--- config.mk ---
export PLATFORM = sky130hd
export DESIGN_NAME = ulpi_lpm_sequencer
export DESIGN_NICKNAME = d
export VERILOG_FILES = /design/src/rtl/ulpi_lpm_pkg.sv /design/src/rtl/lpm_fctl_reg.sv /design/src/rtl/lpm_susp_seq.sv /design/src/rtl/lpm_disc_evt.sv /design/src/rtl/ulpi_lpm_sequencer.sv
export SDC_FILE = /design/constraint.sdc
export NUM_CORES = 1
export LEC_CHECK = 0
export CORE_AREA = 5 5 42 44
export CTS_CLUSTER_DIAMETER = 120
export CTS_CLUSTER_SIZE = 28
export DETAILED_ROUTE_END_ITERATION = 6
export DIE_AREA = 0 0 47 49
export PLACE_DENSITY = 0.84
export SYNTH_ARGS = -nofsm -noshare
export SYNTH_HDL_FRONTEND = slang
export SYNTH_HIERARCHICAL = 1
export SYNTH_SLANG_ARGS = --single-unit
--- constraint.sdc ---
create_clock -name clk -period 2 [get_ports clk]
set_clock_uncertainty 0.2 [all_clocks]
set_input_delay 0.5 -clock clk [delete_from_list [all_inputs] [get_ports clk]]
set_output_delay 0.5 -clock clk [all_outputs]
set_load 0.01 [all_outputs]
--- src/rtl/ulpi_lpm_pkg.sv ---
package ulpi_lpm_pkg;

    typedef enum logic [1:0] {
        SQ_IDLE = 2'd0,
        SQ_HOLD = 2'd1,
        SQ_HALT = 2'd2
    } sq_state_e;

endpackage

--- src/rtl/lpm_fctl_reg.sv ---
module lpm_fctl_reg #(
    parameter int ADDR_W    = 6,
    parameter int DATA_W    = 8,
    parameter int FCTL_ADDR = 4,
    parameter int SUSP_BIT  = 6
) (
    input  logic              clk,
    input  logic              rst_n,
    input  logic              wr_en_i,
    input  logic [ADDR_W-1:0] wr_addr_i,
    input  logic [DATA_W-1:0] wr_data_i,
    output logic              suspendm_o
);
    localparam logic [ADDR_W-1:0] A_WR  = ADDR_W'(FCTL_ADDR);
    localparam logic [ADDR_W-1:0] A_SET = ADDR_W'(FCTL_ADDR + 1);
    localparam logic [ADDR_W-1:0] A_CLR = ADDR_W'(FCTL_ADDR + 2);

    typedef struct packed {
        logic susp;
    } fctl_t;

    fctl_t r_d, r_q;

    always_comb begin
        r_d = r_q;
        if (wr_en_i) begin
            if (wr_addr_i == A_WR) begin
                r_d.susp = wr_data_i[SUSP_BIT];
            end else if (wr_addr_i == A_SET && wr_data_i[SUSP_BIT]) begin
                r_d.susp = 1'b1;
            end else if (wr_addr_i == A_CLR && wr_data_i[SUSP_BIT]) begin
                r_d.susp = 1'b0;
            end
        end
    end

    always_ff @(posedge clk or negedge rst_n) begin
        if (!rst_n) r_q <= '{susp: 1'b1};
        else        r_q <= r_d;
    end

    assign suspendm_o = r_q.susp;


    direct_write_chk: assert property (@(posedge clk) disable iff (!rst_n)
        (wr_en_i && wr_addr_i == A_WR) |=> (suspendm_o == $past(wr_data_i[SUSP_BIT])));


    other_addr_chk: assert property (@(posedge clk) disable iff (!rst_n)
        (!wr_en_i || (wr_addr_i != A_WR && wr_addr_i != A_SET && wr_addr_i != A_CLR))
        |=> $stable(suspendm_o));

endmodule

--- src/rtl/lpm_susp_seq.sv ---
module lpm_susp_seq
    import ulpi_lpm_pkg::*;
#(
    parameter int EDGES = 5
) (
    input  logic clk,
    input  logic rst_n,
    input  logic suspendm_i,
    input  logic rx_busy_i,
    output logic dir_o,
    output logic clk_en_o,
    output logic lpm_o
);
    localparam int CNT_W = $clog2(EDGES + 1);
    localparam logic [CNT_W-1:0] LAST = CNT_W'(EDGES - 1);

    typedef struct packed {
        sq_state_e        st;
        logic [CNT_W-1:0] cnt;
    } seq_t;

    seq_t s_d, s_q;

    always_comb begin
        s_d = s_q;
        unique case (s_q.st)
            SQ_IDLE: begin
                s_d.cnt = '0;
                if (!suspendm_i) s_d.st = SQ_HOLD;
            end
            SQ_HOLD: begin
                if (suspendm_i) begin
                    s_d.st  = SQ_IDLE;
                    s_d.cnt = '0;
                end else if (!rx_busy_i) begin
                    if (s_q.cnt == LAST) s_d.st  = SQ_HALT;
                    else                 s_d.cnt = s_q.cnt + 1'b1;
                end
            end
            SQ_HALT: s_d = s_q;
            default: s_d = '{st: SQ_IDLE, cnt: '0};
        endcase
    end

    always_ff @(posedge clk or negedge rst_n) begin
        if (!rst_n) s_q <= '{st: SQ_IDLE, cnt: '0};
        else        s_q <= s_d;
    end

    assign dir_o    = rx_busy_i || (s_q.st != SQ_IDLE);
    assign clk_en_o = (s_q.st != SQ_HALT);
    assign lpm_o    = (s_q.st == SQ_HALT);


    take_bus_chk: assert property (@(posedge clk) disable iff (!rst_n)
        !suspendm_i |=> dir_o);


    halt_hold_chk: assert property (@(posedge clk) disable iff (!rst_n)
        !clk_en_o |=> (!clk_en_o && dir_o && lpm_o));


    defer_chk: assert property (@(posedge clk) disable iff (!rst_n)
        (s_q.st == SQ_HOLD && rx_busy_i && !suspendm_i) |=> ($stable(s_q.cnt) && clk_en_o));


    abort_chk: assert property (@(posedge clk) disable iff (!rst_n)
        (s_q.st == SQ_HOLD && suspendm_i) |=> (clk_en_o && s_q.cnt == '0));

endmodule

--- src/rtl/lpm_disc_evt.sv ---
module lpm_disc_evt #(
    parameter int ADDR_W   = 6,
    parameter int DATA_W   = 8,
    parameter int INT_ADDR = 19,
    parameter int HD_BIT   = 0
) (
    input  logic              clk,
    input  logic              rst_n,
    input  logic              disc_i,
    input  logic              win_i,
    input  logic              hs_i,
    input  logic              wr_en_i,
    input  logic [ADDR_W-1:0] wr_addr_i,
    input  logic [DATA_W-1:0] wr_data_i,
    input  logic              ack_i,
    output logic              int_o,
    output logic              req_o
);
    localparam logic [ADDR_W-1:0] A_INT = ADDR_W'(INT_ADDR);

    typedef struct packed {
        logic hd;
        logic req;
    } evt_t;

    evt_t e_d, e_q;
    logic accept;
    logic clr;

    always_comb begin
        accept = disc_i && win_i && hs_i;
        clr    = wr_en_i && (wr_addr_i == A_INT) && wr_data_i[HD_BIT];
        e_d    = e_q;
        if (accept)   e_d.hd  = 1'b1;
        else if (clr) e_d.hd  = 1'b0;
        if (accept)     e_d.req = 1'b1;
        else if (ack_i) e_d.req = 1'b0;
    end

    always_ff @(posedge clk or negedge rst_n) begin
        if (!rst_n) e_q <= '0;
        else        e_q <= e_d;
    end

    assign int_o = e_q.hd;
    assign req_o = e_q.req;


    accept_gate_chk: assert property (@(posedge clk) disable iff (!rst_n)
        $rose(int_o) |-> $past(disc_i && win_i && hs_i));


    req_set_chk: assert property (@(posedge clk) disable iff (!rst_n)
        (disc_i && win_i && hs_i) |=> (req_o && int_o));


    req_drop_chk: assert property (@(posedge clk) disable iff (!rst_n)
        (ack_i && !(disc_i && win_i && hs_i)) |=> !req_o);


    status_clr_chk: assert property (@(posedge clk) disable iff (!rst_n)
        (wr_en_i && wr_addr_i == A_INT && wr_data_i[HD_BIT] && !(disc_i && win_i && hs_i))
        |=> !int_o);

endmodule

--- src/rtl/ulpi_lpm_sequencer.sv ---
module ulpi_lpm_sequencer #(
    parameter int ADDR_W    = 6,
    parameter int DATA_W    = 8,
    parameter int FCTL_ADDR = 4,
    parameter int SUSP_BIT  = 6,
    parameter int INT_ADDR  = 19,
    parameter int HD_BIT    = 0,
    parameter int EDGES     = 5
) (
    input  logic              clk,
    input  logic              rst_n,
    input  logic              reg_wr,
    input  logic [ADDR_W-1:0] reg_addr,
    input  logic [DATA_W-1:0] reg_wdata,
    input  logic              rx_busy,
    input  logic              hs_mode,
    input  logic              disc_det,
    input  logic              eop_win,
    input  logic              rxcmd_ack,
    output logic              dir,
    output logic              clk_en,
    output logic              lpm_active,
    output logic              suspendm,
    output logic              host_disc,
    output logic              rxcmd_req
);
    logic susp_w;

    lpm_fctl_reg #(
        .ADDR_W(ADDR_W), .DATA_W(DATA_W), .FCTL_ADDR(FCTL_ADDR), .SUSP_BIT(SUSP_BIT)
    ) u_fctl (
        .clk(clk), .rst_n(rst_n), .wr_en_i(reg_wr), .wr_addr_i(reg_addr),
        .wr_data_i(reg_wdata), .suspendm_o(susp_w)
    );

    lpm_susp_seq #(.EDGES(EDGES)) u_seq (
        .clk(clk), .rst_n(rst_n), .suspendm_i(susp_w), .rx_busy_i(rx_busy),
        .dir_o(dir), .clk_en_o(clk_en), .lpm_o(lpm_active)
    );

    lpm_disc_evt #(
        .ADDR_W(ADDR_W), .DATA_W(DATA_W), .INT_ADDR(INT_ADDR), .HD_BIT(HD_BIT)
    ) u_evt (
        .clk(clk), .rst_n(rst_n), .disc_i(disc_det), .win_i(eop_win), .hs_i(hs_mode),
        .wr_en_i(reg_wr), .wr_addr_i(reg_addr), .wr_data_i(reg_wdata),
        .ack_i(rxcmd_ack), .int_o(host_disc), .req_o(rxcmd_req)
    );

    assign suspendm = susp_w;


    reset_state_chk: assert property (@(posedge clk) disable iff (!rst_n)
        $rose(rst_n) |-> (clk_en && !lpm_active));

endmodule

; Word level (Yosys, flattened, before mapping)
; Index checks and enable logic that the tools add are counted.
[word_totals]
register_bits = 8
in_bits = 22
out_inout_bits = 6
word_cells = 47
[classes]
add_sub_neg = 1
n_eq_ne = 12
muxes = 13
bitwise = 1
reduce_logical = 15
[ops]
columns = operator, n
row1 = 6-bit by 3-bit == test with 1-bit output (second input constant), 3
row2 = 5-bit one-hot mux with 3 select lines, 1
row3 = 5-bit two-way mux, 2
row4 = 1-bit two-way mux, 7
row5 = 6-bit by 5-bit == test with 1-bit output (second input constant), 1
row6 = 1-bit logical AND, 6
row7 = 3-bit inequality test (second input constant), 2
row8 = 2-bit nonzero test, 3
row9 = 2-bit two-way mux, 2
row10 = 2-bit inequality test (second input constant), 2
row11 = 4-bit AND reduction, 1
row12 = 3-bit by 1-bit adder with 3-bit output (second input constant), 1
row13 = 3-bit == test (second input constant), 1
row14 = 3-bit two-way mux, 1
row15 = 3-bit by 2-bit inequality test with 1-bit output (second input constant), 1
row16 = 3-bit AND reduction, 1
row17 = 3-bit nonzero test, 1
row18 = 2-bit by 1-bit == test with 1-bit output (second input constant), 1
row19 = 2-bit == test (second input constant), 1
row20 = 2-bit logical NOT, 1
row21 = 2-bit AND reduction, 1
row22 = 1-bit logical OR, 1
row23 = 1-bit inverter, 1

; Longest topological paths before layout
[depth]
word_depth = 5
ltp_mapped = 5
depth_no_buf = 5

; By module
; The synthesis kept the hierarchy.
[modules_own_cells]
columns = mod, instances, cells_per_inst, area_each_um2, seq_area_each_um2
row1 = lpm_susp_seq, 1, 26, 270.3, 125.1
row2 = lpm_disc_evt, 1, 9, 96.3, 50.0
row3 = lpm_fctl_reg, 1, 6, 72.6, 26.3

; Least setup slack after synthesis
; Ideal clock, no wire load.
[synth_timing]
kind = in2out
from = input rx_busy
to = output dir
t_arrival_ns = 0.937
required_time_ns = 1.300
slack_ns = 0.363
cell_stages = 1
n_path_buf = 0
cell_sequence = or3_2
[synth_via]
elab_chain_len = 1
[synth_rtl]
columns = item, line_no
row1 = start: declaration, ulpi_lpm_sequencer.sv:15  ; input logic rx_busy,
row2 = 1-bit logical OR, lpm_susp_seq.sv:50  ; assign dir_o = rx_busy_i || (s_q.st != SQ_IDLE);
row3 = end: declaration, ulpi_lpm_sequencer.sv:20  ; output logic dir,
; Every way passes these cells.

; Final worst setup path
[layout_timing]
from = register u_seq/s_q[3] (netlist bit)
to = output lpm_active
[layout_via]
elab_chain_len = 1
[layout_rtl]
columns = item, line_no
row1 = start: declaration, lpm_susp_seq.sv:22  ; seq_t s_d, s_q;
row2 = start signal: assignment, lpm_susp_seq.sv:46  ; if (!rst_n) s_q <= '{st: SQ_IDLE, cnt: '0};
row3 = 2-bit == test, lpm_susp_seq.sv:52  ; assign lpm_o = (s_q.st == SQ_HALT);
row4 = end: declaration, ulpi_lpm_sequencer.sv:22  ; output logic lpm_active,
; Every way passes these cells.

==> flow_summary.yaml <==
run_status:
  status: "completed"
placed_design:
  placedCellCount: 84
  dpl.hpwl_um: 896
  routabilityCongestion: 0.765
  port-buffer-count: 21
  post-place-ws_ns: -0.516
  dpl-instance-area_um2: 714
clocking:
  clk_path_buf_depth: 2
  tritoncts: "built"
  clock_tree.root_cell: "sky130_fd_sc_hd__clkbuf_4"
  worst_skew_pair.late_latency_ns: 0.25
  cts_htree_levels: 1
  clkSlewWorstSetupHoldPaths_ns: 0.06
  numCtsBuffers: 3
  cts.sinks: 8
  cts_setup_buffers: 0
global_routing:
  grt_overflow: 0
  vias_in_the_first_global_route: 402
  groute.usage.overall_pct: 10.1
  antenna_found_initial: 0
  grt_first_pass_wirelength_mm: 1.70
  maximum_number_of_pins_on_one_net_before_global_route_repair: 9
setup_path:
  timing.setup.critical_path_class: "flop to output port"
  timing.critical_path.from_type: "flop"
  critical_path.max_fanout: 4
  setup.worst_path.end_class: "output port"
  timing.critical_path.slowest_stage_cell: "sky130_fd_sc_hd__dfrtp_1"
  timing.critical_path.cells: "buf_4 -> nand2b_1 -> inv_1 -> clkdlybuf4s15_1"
  critical_path.n_buffers_inverters: 3
  slowest_delay_ns: 0.38
  worst-endpoint-required_ns: 1.30
  path_delay_family: "buffers and inverters"
  critical_path_arrival_ns: 1.22
sta:
  layout_worst_path_cycle_share_pct: 96.1
  finalHoldViolations: 0
  unrepaired_setup_endpoints_after_global_routing: "false"
  holdWs_ns: 0.291
  max-slew-margin-rel_pct: 72.5
  tightestPinTransition_ns: 0.411
  finalWorstSetupSlack_ns: 0.0776
  final_period_minus_worst_setup_slack_ns: 1.92
  timing.final.setup_violations: 0
  setup-tns-final_ns: 0
  timing_max_transition_violations_final: 0
  maximum_achievable_frequency_ghz: 0.520
logic_synthesis:
  mappedNetlistArea_um2: 439
  synth.area.top_cells: "sky130_fd_sc_hd__dfrtp_1, sky130_fd_sc_hd__o41ai_2, sky130_fd_sc_hd__dfstp_2, sky130_fd_sc_hd__ha_1, sky130_fd_sc_hd__inv_1"
  netlist_instances: 41
  cell_taking_the_most_area_after_synthesis: "sky130_fd_sc_hd__dfrtp_1"
  synth_xor_xnor_area_share_pct: 0
  compound_gate_portion_of_the_synthesized_area_pct: 24.8
  synth_top_area_share_pct: 39.9
  synth_top_family_by_area: "compound AO/OA/AOI/OAI gates"
  synthesis_stage_register_bit_count: 8
  synth_adder_area_share_pct: 5.70
  synth-seq-area-share_pct: 45.9
  post_synth.cell_area_avg_um2: 10.7
  synth_fp_nets: 65
  synth_mux_area_share_pct: 0
  synth_warnings: 6
  synth-edff-count: 0
  async_flop_share_pct: 100
  netlist-cell-type-count: 25
  synth_simple_gate_area_share_pct: 19.4
  ys.flop_type: "sky130_fd_sc_hd__dfrtp_1"
floorplanning:
  floorplan.die.width_um: 47
  floorplan.die.height_um: 49
  core_area_mm2: 0.00140
  initial_utilization_pct: 31.3
  boundary_pins: 28
  std_cell_rows: 14
  die_area_mm2: 0.00230
final_layout:
  nets: 97
  post-route-cell-area_um2: 747
  post_route_cells_drive_above_1_share_pct: 20.8
  most-common-layout-cells: "sky130_fd_sc_hd__clkdlybuf4s50_1, sky130_fd_sc_hd__dfrtp_1, sky130_fd_sc_hd__buf_4"
  final-seq-area_um2: 201
  layout_commonest_cell: "sky130_fd_sc_hd__clkdlybuf4s50_1"
  layout.cells.non_filler: 88
  fillerInstances: 142
  flow.area_growth_from_synthesis_pct: 70.1
  diodes: 0
  multi_input_comb_area_um2: 223
detailed_routing:
  postRouteWirelength_mm: 1.03
  drtIter0Drc: 2
  number_of_remaining_drc_errors: 0
  drt-wirelength-per-cell_um: 11.7
  viasPerCell: 4.75
  detailedRoute.firstPassIterationCount: 2
  routed-via-count: 418
  number_of_nets_with_antenna_violations_after_detailed_routing: 0
job:
  drv_cap: 0
pwr:
  p_leak_nw: 0.346
  power.density_cell_area_mw_per_mm2: 864
  ir_worst_vdd_mv: 0.436
worst_hold_path:
  holdCritPathClass: "flop to flop"
[final timing paths]
kind                       depth (start not counted)  slack, ns                           from                            end
min                                                2       0.29  u_fctl/suspendm_o$_DFFE_PN1P_  u_fctl/suspendm_o$_DFFE_PN1P_
min reg2reg                                        2       0.29  u_fctl/suspendm_o$_DFFE_PN1P_  u_fctl/suspendm_o$_DFFE_PN1P_
max in group asynchronous                          1       0.96                          rst_n  u_fctl/suspendm_o$_DFFE_PN1P_
max                                                4       0.08       u_seq/s_q[3]$_DFFE_PN0P_                     lpm_active
max reg2reg                                        6       0.43       u_seq/s_q[0]$_DFFE_PN0P_       u_seq/s_q[2]$_DFFE_PN0P_
min in group asynchronous                          1       0.33                          rst_n       u_seq/s_q[3]$_DFFE_PN0P_
[cells by family (layout without fill, tap and decap cells)]
logic type,Yosys count,in the layout
fa+ha+maj,2,2
buf+inv,5,36
compound gates,13,13
simple gates,13,13
flops,8,8
[registers in the layout, indices dropped and copies added, names as in the netlist]
name               flops
u_fctl/suspendm_o      1
u_evt/req_o            1
u_evt/int_o            1
u_seq/s_q              5
[final cells by class]
class,count,share of cell area [%]
clock buffers,4,3.52
inverters,5,2.51
multi-input cells,28,29.8
flip-flops and latches,8,27.0
well taps,16,2.68
repair buffers,27,34.5
[synthesized netlist by cell type (2+ instances only)]
cell type / count
sky130_fd_sc_hd__dfrtp_1: 7
sky130_fd_sc_hd__inv_1: 5
sky130_fd_sc_hd__nand2_1: 3
sky130_fd_sc_hd__a21o_1: 2
sky130_fd_sc_hd__a31oi_1: 2
sky130_fd_sc_hd__ha_1: 2
sky130_fd_sc_hd__o41ai_2: 2
[tightest hold or removal path: cells and delay by family (launching register included)]
kind | cells | cell delay (ns)
compound gates | 2 | 0.11
flops | 1 | 0.38
[power by group]
part	internal (W)	total [W]	switching (W)
Sequential	0.000208	0.000243	0.0000344
Combinational	0.000161	0.000275	0.000114
Clock	0.0000761	0.000127	0.0000511
[per-layer routing]
metal  track usage [%]  wire [µm]  vias to the layer above
met1              12.6        426                      191
met5                 0          0                        -
met2              15.6        561                        5
met3              2.21         36                        2
li1                  -          -                      220
met4              5.53          5                        0
[through the flow]
| step | total power (W) | utilization (%) |
|---|---|---|
| detailed placement | 0.000521 | 51.0 |
| floorplan | 0.000390 | - |
| global route | 0.000707 | 53.3 |
| finish | 0.000645 | 53.3 |
| CTS | 0.000648 | 52.2 |
| global placement | 0.000504 | 51.0 |
[timing repair]
item,4_1_cts,5_1_grt
hold buffers,0,0
endpoints found under the setup margin,4,2
resized for setup,7,5
No activity file was read; power rests on OpenSTA's default activity.
